[config.mk]
export PLATFORM = sky130hd
export DESIGN_NAME = ring_consumer
export DESIGN_NICKNAME = d
export VERILOG_FILES = /design/src/rtl/ring_pkg.sv /design/src/rtl/ring_wrap_adv.sv /design/src/rtl/ring_sync_tracker.sv /design/src/rtl/ring_mem_mux.sv /design/src/rtl/ring_consumer.sv
export SDC_FILE = /design/constraint.sdc
export NUM_CORES = 1
export LEC_CHECK = 0
export ABC_AREA = 1
export BUFFER_PORTS_ARGS = -buffer_cell sky130_fd_sc_hd__buf_4
export CAP_MARGIN = 25
export CORE_MARGIN = 2
export CORE_UTILIZATION = 30
export DETAILED_ROUTE_END_ITERATION = 12
export GPL_TIMING_DRIVEN = 0
export PLACE_DENSITY = 0.52
export SYNTH_ARGS = -nofsm -noshare
export SYNTH_HDL_FRONTEND = slang
export SYNTH_HIERARCHICAL = 1
export SYNTH_SLANG_ARGS = --single-unit
[constraint.sdc]
create_clock -name clk -period 7.98 [get_ports clk]
set_clock_uncertainty 0.05 [all_clocks]
set_input_delay 1.197 -clock clk [delete_from_list [all_inputs] [get_ports clk]]
set_output_delay 1.197 -clock clk [all_outputs]
set_load 0.01 [all_outputs]
[src/rtl/ring_pkg.sv]
// Package: shared types and header layout for the command ring reader.
// Assumes: header word order is fixed (min, max, producer, consumer).
package ring_pkg;
    localparam int HDR_MIN  = 0;
    localparam int HDR_MAX  = 1;
    localparam int HDR_PROD = 2;
    localparam int HDR_CONS = 3;

    typedef enum logic [3:0] {
        ST_IDLE,
        ST_LMIN,
        ST_LMAX,
        ST_LCONS,
        ST_POLL,
        ST_PCAP,
        ST_FETCH,
        ST_FCAP,
        ST_HOLD,
        ST_WB
    } ring_state_e;
endpackage

[src/rtl/ring_wrap_adv.sv]
// Module: advances a byte offset by one word, wrapping at the upper bound.
// Assumes: offsets are word aligned and lo < hi.
module ring_wrap_adv #(
    parameter int DW = 32
) (
    input  logic [DW-1:0] cur_off,
    input  logic [DW-1:0] lo_off,
    input  logic [DW-1:0] hi_off,
    output logic [DW-1:0] nxt_off
);
    localparam int STEP = DW / 8;

    logic [DW-1:0] inc_off;

    // Increment, then replace with the lower bound on reaching the upper bound.
    always_comb begin
        inc_off = cur_off + DW'(STEP);
        nxt_off = (inc_off == hi_off) ? lo_off : inc_off;
    end
endmodule

[src/rtl/ring_sync_tracker.sv]
// Module: busy flag raised by a sync request, dropped when the ring is seen empty.
// Assumes: empty_seen is a single-cycle observation from a fresh producer read.
module ring_sync_tracker (
    input  logic clk,
    input  logic rst_n,
    input  logic sync_req,
    input  logic empty_seen,
    output logic busy
);
    // Set has priority over clear so that a request is never lost.
    always_ff @(posedge clk) begin
        if (!rst_n)
            busy <= 1'b0;
        else if (sync_req)
            busy <= 1'b1;
        else if (empty_seen)
            busy <= 1'b0;
    end
endmodule

[src/rtl/ring_mem_mux.sv]
// Module: turns the reader state into one memory access per cycle.
// Assumes: memory returns read data one cycle after the strobe.
module ring_mem_mux
    import ring_pkg::*;
#(
    parameter int AW = 16,
    parameter int DW = 32
) (
    input  ring_state_e   state,
    input  logic          cfg_done,
    input  logic [AW-1:0] ring_waddr,
    input  logic [DW-1:0] cons_off,
    output logic          mem_req,
    output logic          mem_we,
    output logic [AW-1:0] mem_addr,
    output logic [DW-1:0] mem_wdata
);
    // Select address and direction from the state; idle states leave the port quiet.
    always_comb begin
        mem_req   = 1'b0;
        mem_we    = 1'b0;
        mem_addr  = '0;
        mem_wdata = cons_off;
        unique case (state)
            ST_IDLE:  if (cfg_done) begin mem_req = 1'b1; mem_addr = AW'(HDR_MIN); end
            ST_LMIN:  begin mem_req = 1'b1; mem_addr = AW'(HDR_MAX); end
            ST_LMAX:  begin mem_req = 1'b1; mem_addr = AW'(HDR_CONS); end
            ST_POLL:  if (cfg_done) begin mem_req = 1'b1; mem_addr = AW'(HDR_PROD); end
            ST_FETCH: if (cfg_done) begin mem_req = 1'b1; mem_addr = ring_waddr; end
            ST_WB:    begin mem_req = 1'b1; mem_we = 1'b1; mem_addr = AW'(HDR_CONS); end
            default:  ;
        endcase
    end
endmodule

[src/rtl/ring_consumer.sv]
// Module: top of the command ring reader. Loads the ring header, follows the
// producer offset, streams ring words out and publishes its own offset.
// Assumes: single synchronous memory port, one-cycle read latency, header in
// words 0..3, ring storage above the header.
module ring_consumer
    import ring_pkg::*;
#(
    parameter int AW = 16
) (
    input  logic          clk,
    input  logic          rst_n,
    input  logic          cfg_done,
    input  logic          sync_req,
    output logic          busy,
    output logic          mem_req,
    output logic          mem_we,
    output logic [AW-1:0] mem_addr,
    output logic [31:0]   mem_wdata,
    input  logic [31:0]   mem_rdata,
    output logic          out_valid,
    output logic [31:0]   out_data,
    input  logic          out_ready
);
    localparam int DW    = 32;
    localparam int SHIFT = $clog2(DW / 8);

    ring_state_e   state;
    logic [DW-1:0] lo_off, hi_off, cons_off, prod_off, cons_adv;
    logic [DW-1:0] data_q;
    logic          empty_seen;
    logic [AW-1:0] ring_waddr;

    assign ring_waddr = cons_off[AW+SHIFT-1:SHIFT];
    assign empty_seen = (state == ST_PCAP) && (mem_rdata == cons_off);
    assign out_valid  = (state == ST_HOLD);
    assign out_data   = data_q;

    ring_wrap_adv #(.DW(DW)) u_adv (
        .cur_off (cons_off),
        .lo_off  (lo_off),
        .hi_off  (hi_off),
        .nxt_off (cons_adv)
    );

    ring_sync_tracker u_sync (
        .clk        (clk),
        .rst_n      (rst_n),
        .sync_req   (sync_req),
        .empty_seen (empty_seen),
        .busy       (busy)
    );

    ring_mem_mux #(.AW(AW), .DW(DW)) u_mux (
        .state      (state),
        .cfg_done   (cfg_done),
        .ring_waddr (ring_waddr),
        .cons_off   (cons_off),
        .mem_req    (mem_req),
        .mem_we     (mem_we),
        .mem_addr   (mem_addr),
        .mem_wdata  (mem_wdata)
    );

    // Sequencer: header load, producer polling, fetch, hand-off and write-back.
    always_ff @(posedge clk) begin
        if (!rst_n) begin
            state    <= ST_IDLE;
            lo_off   <= '0;
            hi_off   <= '0;
            cons_off <= '0;
            prod_off <= '0;
            data_q   <= '0;
        end else begin
            unique case (state)
                ST_IDLE:  if (cfg_done) state <= ST_LMIN;
                ST_LMIN:  begin lo_off <= mem_rdata; state <= ST_LMAX; end
                ST_LMAX:  begin hi_off <= mem_rdata; state <= ST_LCONS; end
                ST_LCONS: begin cons_off <= mem_rdata; state <= ST_POLL; end
                ST_POLL:  state <= cfg_done ? ST_PCAP : ST_IDLE;
                ST_PCAP: begin
                    prod_off <= mem_rdata;
                    state    <= (mem_rdata == cons_off) ? ST_POLL : ST_FETCH;
                end
                ST_FETCH: state <= cfg_done ? ST_FCAP : ST_IDLE;
                ST_FCAP:  begin data_q <= mem_rdata; state <= ST_HOLD; end
                ST_HOLD: if (out_ready) begin
                    cons_off <= cons_adv;
                    state    <= ST_WB;
                end
                ST_WB:    state <= (cons_off == prod_off) ? ST_POLL : ST_FETCH;
                default:  state <= ST_IDLE;
            endcase
        end
    end
endmodule

Word level (Yosys, flattened, before mapping) --
Cells that the tools add are included.
Word-level totals: register bits 165, bits of input ports 37, output and inout port bits 84, word-level logic and storage cells 49
Operators by class: add/subtract/negate cells 1, equality and inequality tests 14, mux-type cells 18, reduce and logical (&&, ||, !) cells 9
Operators with widths (number):
- $eq A32 B32 Y1 | 3
- $mux W32 | 2
- $pmux W16 S4 | 1
- $pmux W32 S2 | 1
- $pmux W4 S10 | 1
- $add A32 B3 Y32 const B | 1
- $eq A4 B3 Y1 const B | 4
- $mux W16 | 1
- $eq A4 B2 Y1 const B | 2
- $eq A4 B4 Y1 const B | 2
- $mux W4 | 2
- $mux W2 | 3
- $mux W3 | 2
- $reduce_or A3 Y1 | 2
- $eq A4 B1 Y1 const B | 1
- $logic_not A4 Y1 | 1
- $mux W1 | 4
- $reduce_and A2 Y1 | 2
- $reduce_bool A2 Y1 | 2
- $ne A2 B1 Y1 const B | 1
- $ne A2 B2 Y1 const B | 1
- $pmux W1 S2 | 1
- $reduce_or A2 Y1 | 1
- $logic_and A1 B1 Y1 | 1

Depth between registers and ports, before layout --
Gate-level depths: netlist (run 1).
depth in word-level cells 5, depth in mapped cells 19

Modules after synthesis --
The synthesis (run 1) kept the hierarchy.
Modules (own cells, without submodules):
- ring_consumer | times used 1, cells each 929, area each 6830.3 um^2, sequential area each 3283.1 um^2
- ring_wrap_adv | times used 1, cells each 480, area each 2243.4 um^2, sequential area each 0.0 um^2
- ring_mem_mux | times used 1, cells each 87, area each 515.5 um^2, sequential area each 0.0 um^2
- ring_sync_tracker | times used 1, cells each 6, area each 43.8 um^2, sequential area each 20.0 um^2

Worst setup path before layout (run 1) --
Ideal clock, no wire load.
path kind in2out, start point input cfg_done, end point output mem_addr[11], data arrival time 1.586 ns, required time 6.733 ns, path slack 5.147 ns, cell stages on the path 3, cells stage by stage nand4_4 -> buf_6 -> nor2_2
On the way: cells in the longest elaborated chain, start to end 2
Ends and longest elaborated chain:
- start: declaration | line ring_consumer.sv:12 | input logic cfg_done,
- $mux W16 | line ring_mem_mux.sv:29 | ST_FETCH: if (cfg_done) begin mem_req = 1'b1; mem_addr = ring_waddr; end
- $pmux W16 S4 | line ring_mem_mux.sv:24 | unique case (state)
- end: declaration | line ring_consumer.sv:17 | output logic [AW-1:0] mem_addr,
No other way between the ends.

Final worst setup path (run 1) --
start point register cons_off[4], end point register cons_off[20]
On the way: cells in the longest elaborated chain, start to end 5
Ends and longest elaborated chain:
- start: declaration | line ring_consumer.sv:28 | logic [DW-1:0] lo_off, hi_off, cons_off, prod_off, cons_adv;
- start signal: assignment | line ring_consumer.sv:87 | cons_off <= cons_adv;
- $add A32 B3 Y32 (*) | line ring_wrap_adv.sv:17 | inc_off = cur_off + DW'(STEP);
- $eq A32 B32 Y1 | line ring_wrap_adv.sv:18 | nxt_off = (inc_off == hi_off) ? lo_off : inc_off;
- $mux W32 (*) | line ring_wrap_adv.sv:18
- via cons_adv[20] | line ring_consumer.sv:28
- $mux W32 (*) | line ring_consumer.sv:86 | ST_HOLD: if (out_ready) begin
- $pmux W32 S2 (*) | line ring_consumer.sv:74 | unique case (state)
Mark *: on every way through the listed nets, which the timed path passes. The rest lies on a longest branch. The select of a mux whose other input is x is not followed. A chain may end at the register's enable or synchronous reset.

==> results of run 1 <==
-- layout make-up --
type / instances / area share, %
clock buffer: 21 / 4.03
tap: 402 / 4.31
inverter: 111 / 3.58
timing repair buffer: 120 / 7.71
sequential: 165 / 28.3
clock inverter: 11 / 1.49
buffer: 99 / 4.99
multi-input combinational: 1127 / 45.6
-- sequential cells by signal, summed over array words and instances (netlist names) --
register / cells
u_sync/busy: 1
cons_off: 32
hi_off: 32
out_data: 32
state: 4
lo_off: 32
prod_off: 32
-- routing by layer --
layer | wire (µm) | vias to the layer above | share of wire (%) | track usage [%]
met3 | 2030 | 37 | 5.8 | 3.12
met4 | 794 | 0 | 2.3 | 6.50
li1 | - | 5034 | - | -
met1 | 17100 | 4543 | 49 | 29.8
met5 | 0 | - | 0 | 0
met2 | 15000 | 318 | 43 | 32.3
-- final timing paths --
kind | startpoint | end
worst max-delay path | cons_off[4] | cons_off[20]
worst min-delay path | prod_off[8] | prod_off[8]
worst max register to register | cons_off[4] | cons_off[20]
worst min register to register | prod_off[8] | prod_off[8]
-- cell usage after synthesis, drive strengths merged --
cell / count
nand2: 391
nand3: 52
nor2: 344
a21oi: 18
dfxtp: 165
xnor2: 57
o21ai: 164
nor4: 2
xor3: 1
nand4: 37
o21bai: 1
a31oi: 34
ha: 1
clkinv: 1
nor3: 2
inv: 110
xor2: 7
or2: 1
clkbuf: 27
and2: 1
buf: 72
nand3b: 14
-- through the flow --
step	power, µW	hold WS, ps	setup slack (ps)
after floorplan	1300	394	5150
after global placement	1480	406	4630
after detailed placement	1480	413	4580
after CTS	2390	423	4560
after global routing	2490	445	4250
final	2380	422	4460
-- critical path, stage by stage (launching register included) --
cell and delay, ps:
dfxtp_1 710, nand2_1 100, nor2_1 340, nand2_1 160, nor2_2 430, nand3_1 180, nand3_1 120, nand2_1 110
nor2_1 130, nand2_1 90, nor2_4 260, nand3_4 220, buf_6 200, nand2_1 80, nand2_1 50, nand2_1 60
a31oi_1 90
-- placed cells by master, fill, tap and decap left out, drive strengths merged --
master    count
a21oi        18
a31oi        34
and2          1
buf         192
bufinv        4
clkbuf       48
clkinv        5
clkinvlp      3
dfxtp       165
ha            1
inv         110
nand2       391
nand3        52
nand3b       14
nand4        37
nor2        344
nor3          2
nor4          2
o21ai       164
o21bai        1
or2           1
xnor2        57
xor2          7
xor3          1
-- where the power goes --
part | switching [µW] | internal [µW] | leakage (µW)
sequential | 71.0 | 886 | 0.00134
combinational | 326 | 188 | 0.00366
clock | 361 | 550 | 0.000305
total | 758 | 1620 | 0.00530
-- logic make-up after synthesis --
family                     count (synthesis)  share of synthesized area, %
DFF                                      165                          34.3
and+or+nand+nor                          844                          37.3
xor gates and xnor gates                  65                          6.07
AOI/OAI and AO/OA                        217                          11.8
buffers and inverters                    210                          10.4
adders and majority gates                  1                         0.130
==> flow_summary_export.csv, run 1 <==
group,metric,value,unit
placed_design,placed_cell_area,11000,µm²
synthesis,syn-mean-instance-area,6.41,µm²
synthesis,syn-num-nets,1540,
worst_hold_path,hold_class,"reg2reg",
synthesis,synth_cells,1502,
worst_setup_path,critPathCaptureType,"flip-flop",
timing,rsz0062_at_grt,"false",
power,power.density,204,nW/µm²
synthesis,ys_warn_count,6,
timing,slew_viol_final,0,
clock_tree,cts_hold_buf,0,
detailed_routing,routedWlPerCell,17.0,µm
finish,seqCellArea,3300,µm²
floorplan,initial_core_util,30.5,%
grt,grt_max_degree,17,
synthesis,synth-seq-area-share,34.3,%
floorplan,dieHeight,183,µm
worst_setup_path,start_kind,"flip-flop",
grt,grt_pass1_wl,53.6,mm
finish,nFillCells,3451,
clock_tree,clk_pin_slew_worst_paths,70,ps
worst_setup_path,critPathArrivalTime,3780,ps
finish,fin_area,11700,µm²
worst_setup_path,critPathKind,"reg2reg",
detailed_routing,avgViaCountPerCell,4.83,
placed_design,hpwlAfterDp,26.7,mm
clock_tree,clockBufferDepth,2,
synthesis,ys_top_cells_by_area,"dfxtp_1, nand2_1, nor2_1",
finish,finalCoreUtilization,37.0,%
placed_design,portBuffers,120,
worst_setup_path,r2r_slack,4460,ps
timing,layout_min_cycle_time,3520,ps
finish,antenna-diode-count,0,
clock_tree,cts.sinks,165,
floorplan,core,31600,µm²
synthesis,yosysTopAreaCell,"dfxtp_1",
worst_hold_path,hold_depth,2,
status,status,"complete, no violations",
worst_setup_path,cp_max_fo,11,
synthesis,synth_cell_types,37,
floorplan,dieArea,33600,µm²
timing,slew_headroom,50.0,%
finish,areaGrowthSynthToFinish,21.3,%
grt,grt_use_total,20.9,%
grt,grt_pass1_vias,9247,
synthesis,ys_ff_latch,165,
grt,grt_overflow,0,
placed_design,place.gp.congestion,0.893,
timing,fin_setup_tns,0,ps
finish,drive_gt1_share,16.9,%
detailed_routing,num_vias,9932,
timing,tightest_slew,750,ps
detailed_routing,drc,0,
finish,instances_no_fill,2056,
clock_tree,root_buffer,"clkbuf_16",
finish,nNetsFinal,1679,
clock_tree,cts-resized-gates,0,
detailed_routing,wl,34.9,mm
grt,antenna_found_initial,0,
clock_tree,cts_tree,"done",
detailed_routing,ant_nets,0,
floorplan,die_w,183,µm
timing,setup-violations-final,0,
power,leakagePower,0.00530,µW
placed_design,dpl.cell_count,2024,
finish,multiInputGateArea,5330,µm²
timing,fmax,284,MHz
flow_run,maxCapViolations,0,
clock_tree,clkLatencyLatePin,440,ps
detailed_routing,drt_pass1_iterations,5,
clock_tree,h-tree-depth,4,
timing,hold_viol,0,
clock_tree,cts_setup_buffers,0,
floorplan,ios,121,
floorplan,rows,65,
worst_setup_path,required,8230,ps
synthesis,syn_area,9630,µm²
power,ir_drop,0.151,mV
timing,period_share,44.2,%
clock_tree,cts-buffers-inserted,17,
synthesis,yosys.area.top_type_share,34.3,%
detailed_routing,drtIter0Drc,795,
worst_setup_path,reg2regPathDepth,16,
Note: power is estimated with default switching activity, not from simulation.
==> inputs of run 2 (changes only) <==
- clock period: 7.98 -> 3.3 ns (I/O delays scaled with it)
==> flow_summary_export.csv, run 2 (synthesized netlist as in run 1, its figures left out) <==
group,metric,value,unit
status,status,"complete, no violations",
worst_hold_path,hold_class,"in2reg",
clock_tree,cts_tree,"done",
timing,tightest_slew,739,ps
clock_tree,cts-buffers-inserted,17,
worst_setup_path,r2r_slack,140,ps
detailed_routing,drc,0,
power,ir_drop,0.365,mV
grt,grt_pass1_vias,9247,
grt,antenna_found_initial,0,
finish,areaGrowthSynthToFinish,22.1,%
placed_design,portBuffers,120,
detailed_routing,drt_pass1_iterations,8,
detailed_routing,avgViaCountPerCell,4.84,
floorplan,rows,65,
placed_design,placed_cell_area,11000,µm²
finish,drive_gt1_share,18.4,%
detailed_routing,routedWlPerCell,17.0,µm
worst_setup_path,crit_path_frequent_cell,"nand2_1",
clock_tree,root_buffer,"clkbuf_16",
floorplan,die_w,183,µm
worst_setup_path,crit_buf_inv,1,
timing,period_share,95.8,%
placed_design,place.gp.congestion,0.893,
detailed_routing,drtIter0Drc,774,
finish,final_common_cell,"nand2_1",
grt,grt_pass1_wl,53.6,mm
worst_setup_path,crit_family,"simple AND/OR/NAND/NOR gates",
worst_setup_path,critPathSlowestCell,"dfxtp_2",
worst_setup_path,critPathKind,"reg2reg",
timing,setup-violations-final,0,
clock_tree,cts.sinks,165,
timing,rsz0062_at_grt,"false",
placed_design,hpwlAfterDp,26.7,mm
floorplan,initial_core_util,30.5,%
grt,grt_overflow,0,
clock_tree,clkLatencyLatePin,440,ps
finish,nNetsFinal,1682,
timing,fin_hold_ws,236,ps
detailed_routing,num_vias,9974,
floorplan,dieArea,33600,µm²
worst_setup_path,start_kind,"flip-flop",
clock_tree,clockBufferDepth,2,
worst_setup_path,critPathArrivalTime,3420,ps
worst_setup_path,max_stage_delay,490,ps
grt,grt_max_degree,17,
clock_tree,h-tree-depth,4,
clock_tree,cts_hold_buf,0,
flow_run,maxCapViolations,0,
clock_tree,clk_pin_slew_worst_paths,70,ps
power,power.density,491,nW/µm²
power,leakagePower,0.00532,µW
timing,slew_viol_final,0,
floorplan,ios,121,
finish,layout_common_cells,"nand2_1, nor2_1, buf_4, dfxtp_1, o21ai_0",
worst_setup_path,path_cells,"nand2_1 -> nor2_1 -> nand2_1 -> nor2_4 -> nand3_1 -> nand3_1 -> nand2_1 -> nor2_1 -> nand2_1 -> nor2_4 -> nand3_4 -> buf_6 -> nand2_1 -> nand2_1 -> nand2_1 -> a31oi_1",
floorplan,dieHeight,183,µm
grt,grt_use_total,20.9,%
finish,antenna-diode-count,0,
floorplan,core,31600,µm²
timing,slew_headroom,50.7,%
worst_setup_path,critPathCaptureType,"flip-flop",
detailed_routing,wl,34.9,mm
timing,layout_min_cycle_time,3160,ps
timing,fmax,316,MHz
finish,fin_area,11800,µm²
timing,hold_viol,0,
detailed_routing,ant_nets,0,
worst_setup_path,cp_max_fo,10,
worst_setup_path,required,3550,ps
==> run 2: cell types whose count changed in the layout (fill, tap and decap cells not counted), sizes merged <==
| cell | previous run | this run |
|---|---|---|
| buf | 192 | 195 |
==> run 2: path summary, 6_finish.rpt <==
| path | startpoint | endpoint | cells past startpoint |
|---|---|---|---|
| max | cons_off[11] | cons_off[20] | 16 |
| min | rst_n | u_sync/busy | 3 |
| max reg2reg | cons_off[11] | cons_off[20] | 16 |
| min reg2reg | u_sync/busy | u_sync/busy | 2 |
==> run 2: metrics by stage <==
step	setup TNS, ps	cells	util (%)	worst slack (ps)	total power [µW]
2_1_floorplan	0	1502	-	785	3130
3_3_place_gp	-1080	2024	35.0	-52.2	3570
3_5_place_dp	-2190	2024	35.0	-104	3590
4_1_cts	0	2056	37.0	2.87	5790
5_1_grt	0	2059	37.3	20.2	6050
6_report	0	2059	37.3	137	5780
==> run 2: area by class of cell <==
cell class,instances,area [µm²]
clock buffer,21,470
inverter,111,418
tap,402,503
buffer,99,583
fill,3450,19800
multi-input combinational,1127,5360
timing repair buffer,123,923
sequential,165,3330
clock inverter,11,174
==> run 2: tightest hold or removal path, stage by stage <==
cell and delay [ps]:
buf_4 80, inv_1 30, a21oi_2 80
==> run 2: per-layer routing <==
| layer | GRT usage [%] | vias up | share of wire [%] |
|---|---|---|---|
| met5 | 0 | - | 0 |
| met4 | 6.50 | 0 | 2.1 |
| met3 | 3.12 | 34 | 5.6 |
| met2 | 32.3 | 322 | 43 |
| met1 | 29.8 | 4583 | 49 |
| li1 | - | 5035 | - |
==> run 2: power breakdown <==
part           switching, µW  internal, µW  leakage (µW)
logic                    789           464       0.00367
clock network            874          1330      0.000305
registers                173          2150       0.00135
total                   1840          3940       0.00532
==> run 2: what timing repair did <==
item | in CTS | in global routing
setup buffers | 0 | 3
endpoints found under the setup margin | 30 | 32
gates cloned | 0 | 0
resized for setup | 7 | 19
pin swaps | 0 | 2
==> inputs of run 3 (changes only) <==
- CORE_ASPECT_RATIO: unset -> 1.25
- GPL_ROUTABILITY_DRIVEN: unset -> 0
==> flow_summary_export.csv, run 3 (synthesized netlist as in run 1, its figures left out) <==
group,metric,value,unit
power,p_total,5680,µW
finish,nFillCells,3461,
floorplan,die_w,164,µm
clock_tree,cts-buffers-inserted,17,
finish,instances_no_fill,2069,
worst_setup_path,start_kind,"flip-flop",
worst_hold_path,hold_class,"in2reg",
floorplan,rows,73,
detailed_routing,avgViaCountPerCell,4.86,
placed_design,hpwlAfterDp,26.3,mm
grt,top_usage_layer,"met2",
grt,grt_max_degree,18,
clock_tree,root_buffer,"clkbuf_16",
detailed_routing,routedWlPerCell,17.3,µm
worst_setup_path,cp_max_fo,10,
detailed_routing,wl,35.9,mm
grt,use_met2,37.7,%
worst_setup_path,required,3610,ps
placed_design,portBuffers,120,
worst_hold_path,hold_end,"u_sync/busy",
timing,slew_headroom,42.6,%
clock_tree,h-tree-depth,4,
floorplan,core,31700,µm²
floorplan,initial_core_util,30.4,%
timing,fmax,317,MHz
finish,drive_gt1_share,18.0,%
worst_hold_path,min-delay-start,"rst_n",
finish,layout_common_cells,"nand2_1, nor2_1, buf_4, dfxtp_1, o21ai_0",
floorplan,dieArea,33600,µm²
detailed_routing,ant_nets,0,
floorplan,ios,121,
finish,nNetsFinal,1682,
grt,grt_overflow,0,
finish,antenna-diode-count,0,
clock_tree,clk_pin_slew_worst_paths,80,ps
worst_setup_path,critPathArrivalTime,3470,ps
timing,layout_min_cycle_time,3150,ps
placed_design,dpl.cell_count,2034,
timing,setup-violations-final,0,
worst_hold_path,hold_depth,3,
power,leakagePower,0.00530,µW
grt,use_met1,26.1,%
clock_tree,cts_tree,"done",
status,status,"complete, no violations",
flow_run,maxCapViolations,0,
finish,areaGrowthSynthToFinish,21.3,%
grt,antenna_found_initial,0,
timing,fin_setup_tns,0,ps
clock_tree,clkLatencyLatePin,450,ps
detailed_routing,drt_pass1_iterations,5,
grt,grt_use_total,21.5,%
placed_design,placed_cell_area,11000,µm²
clock_tree,cts_hold_buf,0,
timing,tightest_slew,862,ps
power,ir_drop,0.401,mV
worst_setup_path,reg2regPathDepth,16,
worst_setup_path,critPathCaptureType,"flip-flop",
timing,rsz0062_at_grt,"false",
worst_setup_path,r2r_slack,150,ps
detailed_routing,drc,0,
worst_setup_path,reg2reg_to,"cons_off[2]",
timing,slew_viol_final,0,
worst_setup_path,critPathKind,"reg2reg",
finish,final_common_cell,"nand2_1",
grt,grt_pass1_wl,54.7,mm
detailed_routing,drtIter0Drc,798,
grt,grtUsageMet3,3.37,%
timing,period_share,95.5,%
grt,grt_pass1_vias,9589,
finish,fin_area,11700,µm²
floorplan,dieHeight,204,µm
timing,hold_viol,0,
clock_tree,cts.sinks,165,
clock_tree,clockBufferDepth,2,
worst_setup_path,r2r_start,"cons_off[3]",
power,power.density,486,nW/µm²
detailed_routing,num_vias,10100,
==> run 3: routing by layer <==
layer  share of wire, %  wire length, µm
met1                 43            15400
met2                 50            17800
met3                4.5             1610
met4                3.0             1060
met5                  0                0
==> run 3: repair_timing <==
item | CTS | global route
setup buffers | 0 | 3
pin swaps | 0 | 2
gates resized for setup | 3 | 15
endpoints found under the setup margin | 31 | 30
gates cloned | 0 | 0
==> run 3: worst max-delay path: stages, from the launching register on <==
cell,delay (ps)
dfxtp_2,470
ha_2,310
nand2_2,90
nor2_4,250
nand2_4,110
nor2_4,240
nand3_1,130
nand3_1,110
nand2_1,60
nor2_1,100
nand2_1,90
nor2_4,240
buf_2,330
nand4_1,140
nand2_1,90
nand2_1,50
a31oi_1,190
==> run 3: worst max path at each step <==
stage / start / to / depth (start not counted) / slack (ps)
finish: cons_off[3] / cons_off[2] / 16 / 150
global placement: cons_off[2] / cons_off[12] / 16 / -190
floorplan: cons_off[2] / cons_off[18] / 19 / 780
CTS: cons_off[2] / cons_off[15] / 14 / 2
global route: cons_off[3] / cons_off[15] / 18 / 6
detailed placement: cons_off[2] / cons_off[15] / 16 / -270
==> run 3: metrics by stage <==
| step | hold slack [ps] | setup WS, ps | utilization, % |
|---|---|---|---|
| after floorplan | 394 | 785 | - |
| after detailed placement | 410 | -268 | 34.9 |
| final | 217 | 148 | 36.9 |
| after CTS | 204 | 1.74 | 36.7 |
| after global placement | 403 | -186 | 34.9 |
| after global routing | 208 | 5.70 | 36.9 |
==> run 3: report_power, final <==
group	switching (µW)	internal [µW]
clock	968	1070
sequential	165	2140
combinational	859	468
==> run 3: area by class of cell <==
| cell class | count | area, µm² | area share (%) |
|---|---|---|---|
| clock inverters | 15 | 159 | 1.36 |
| well taps | 412 | 515 | 4.41 |
| repair buffers | 123 | 923 | 7.90 |
| plain buffers | 99 | 588 | 5.03 |
| multi-input cells | 1127 | 5340 | 45.7 |
| clock buffers | 17 | 425 | 3.64 |
| inverters | 111 | 418 | 3.58 |
| flip-flops and latches | 165 | 3320 | 28.4 |
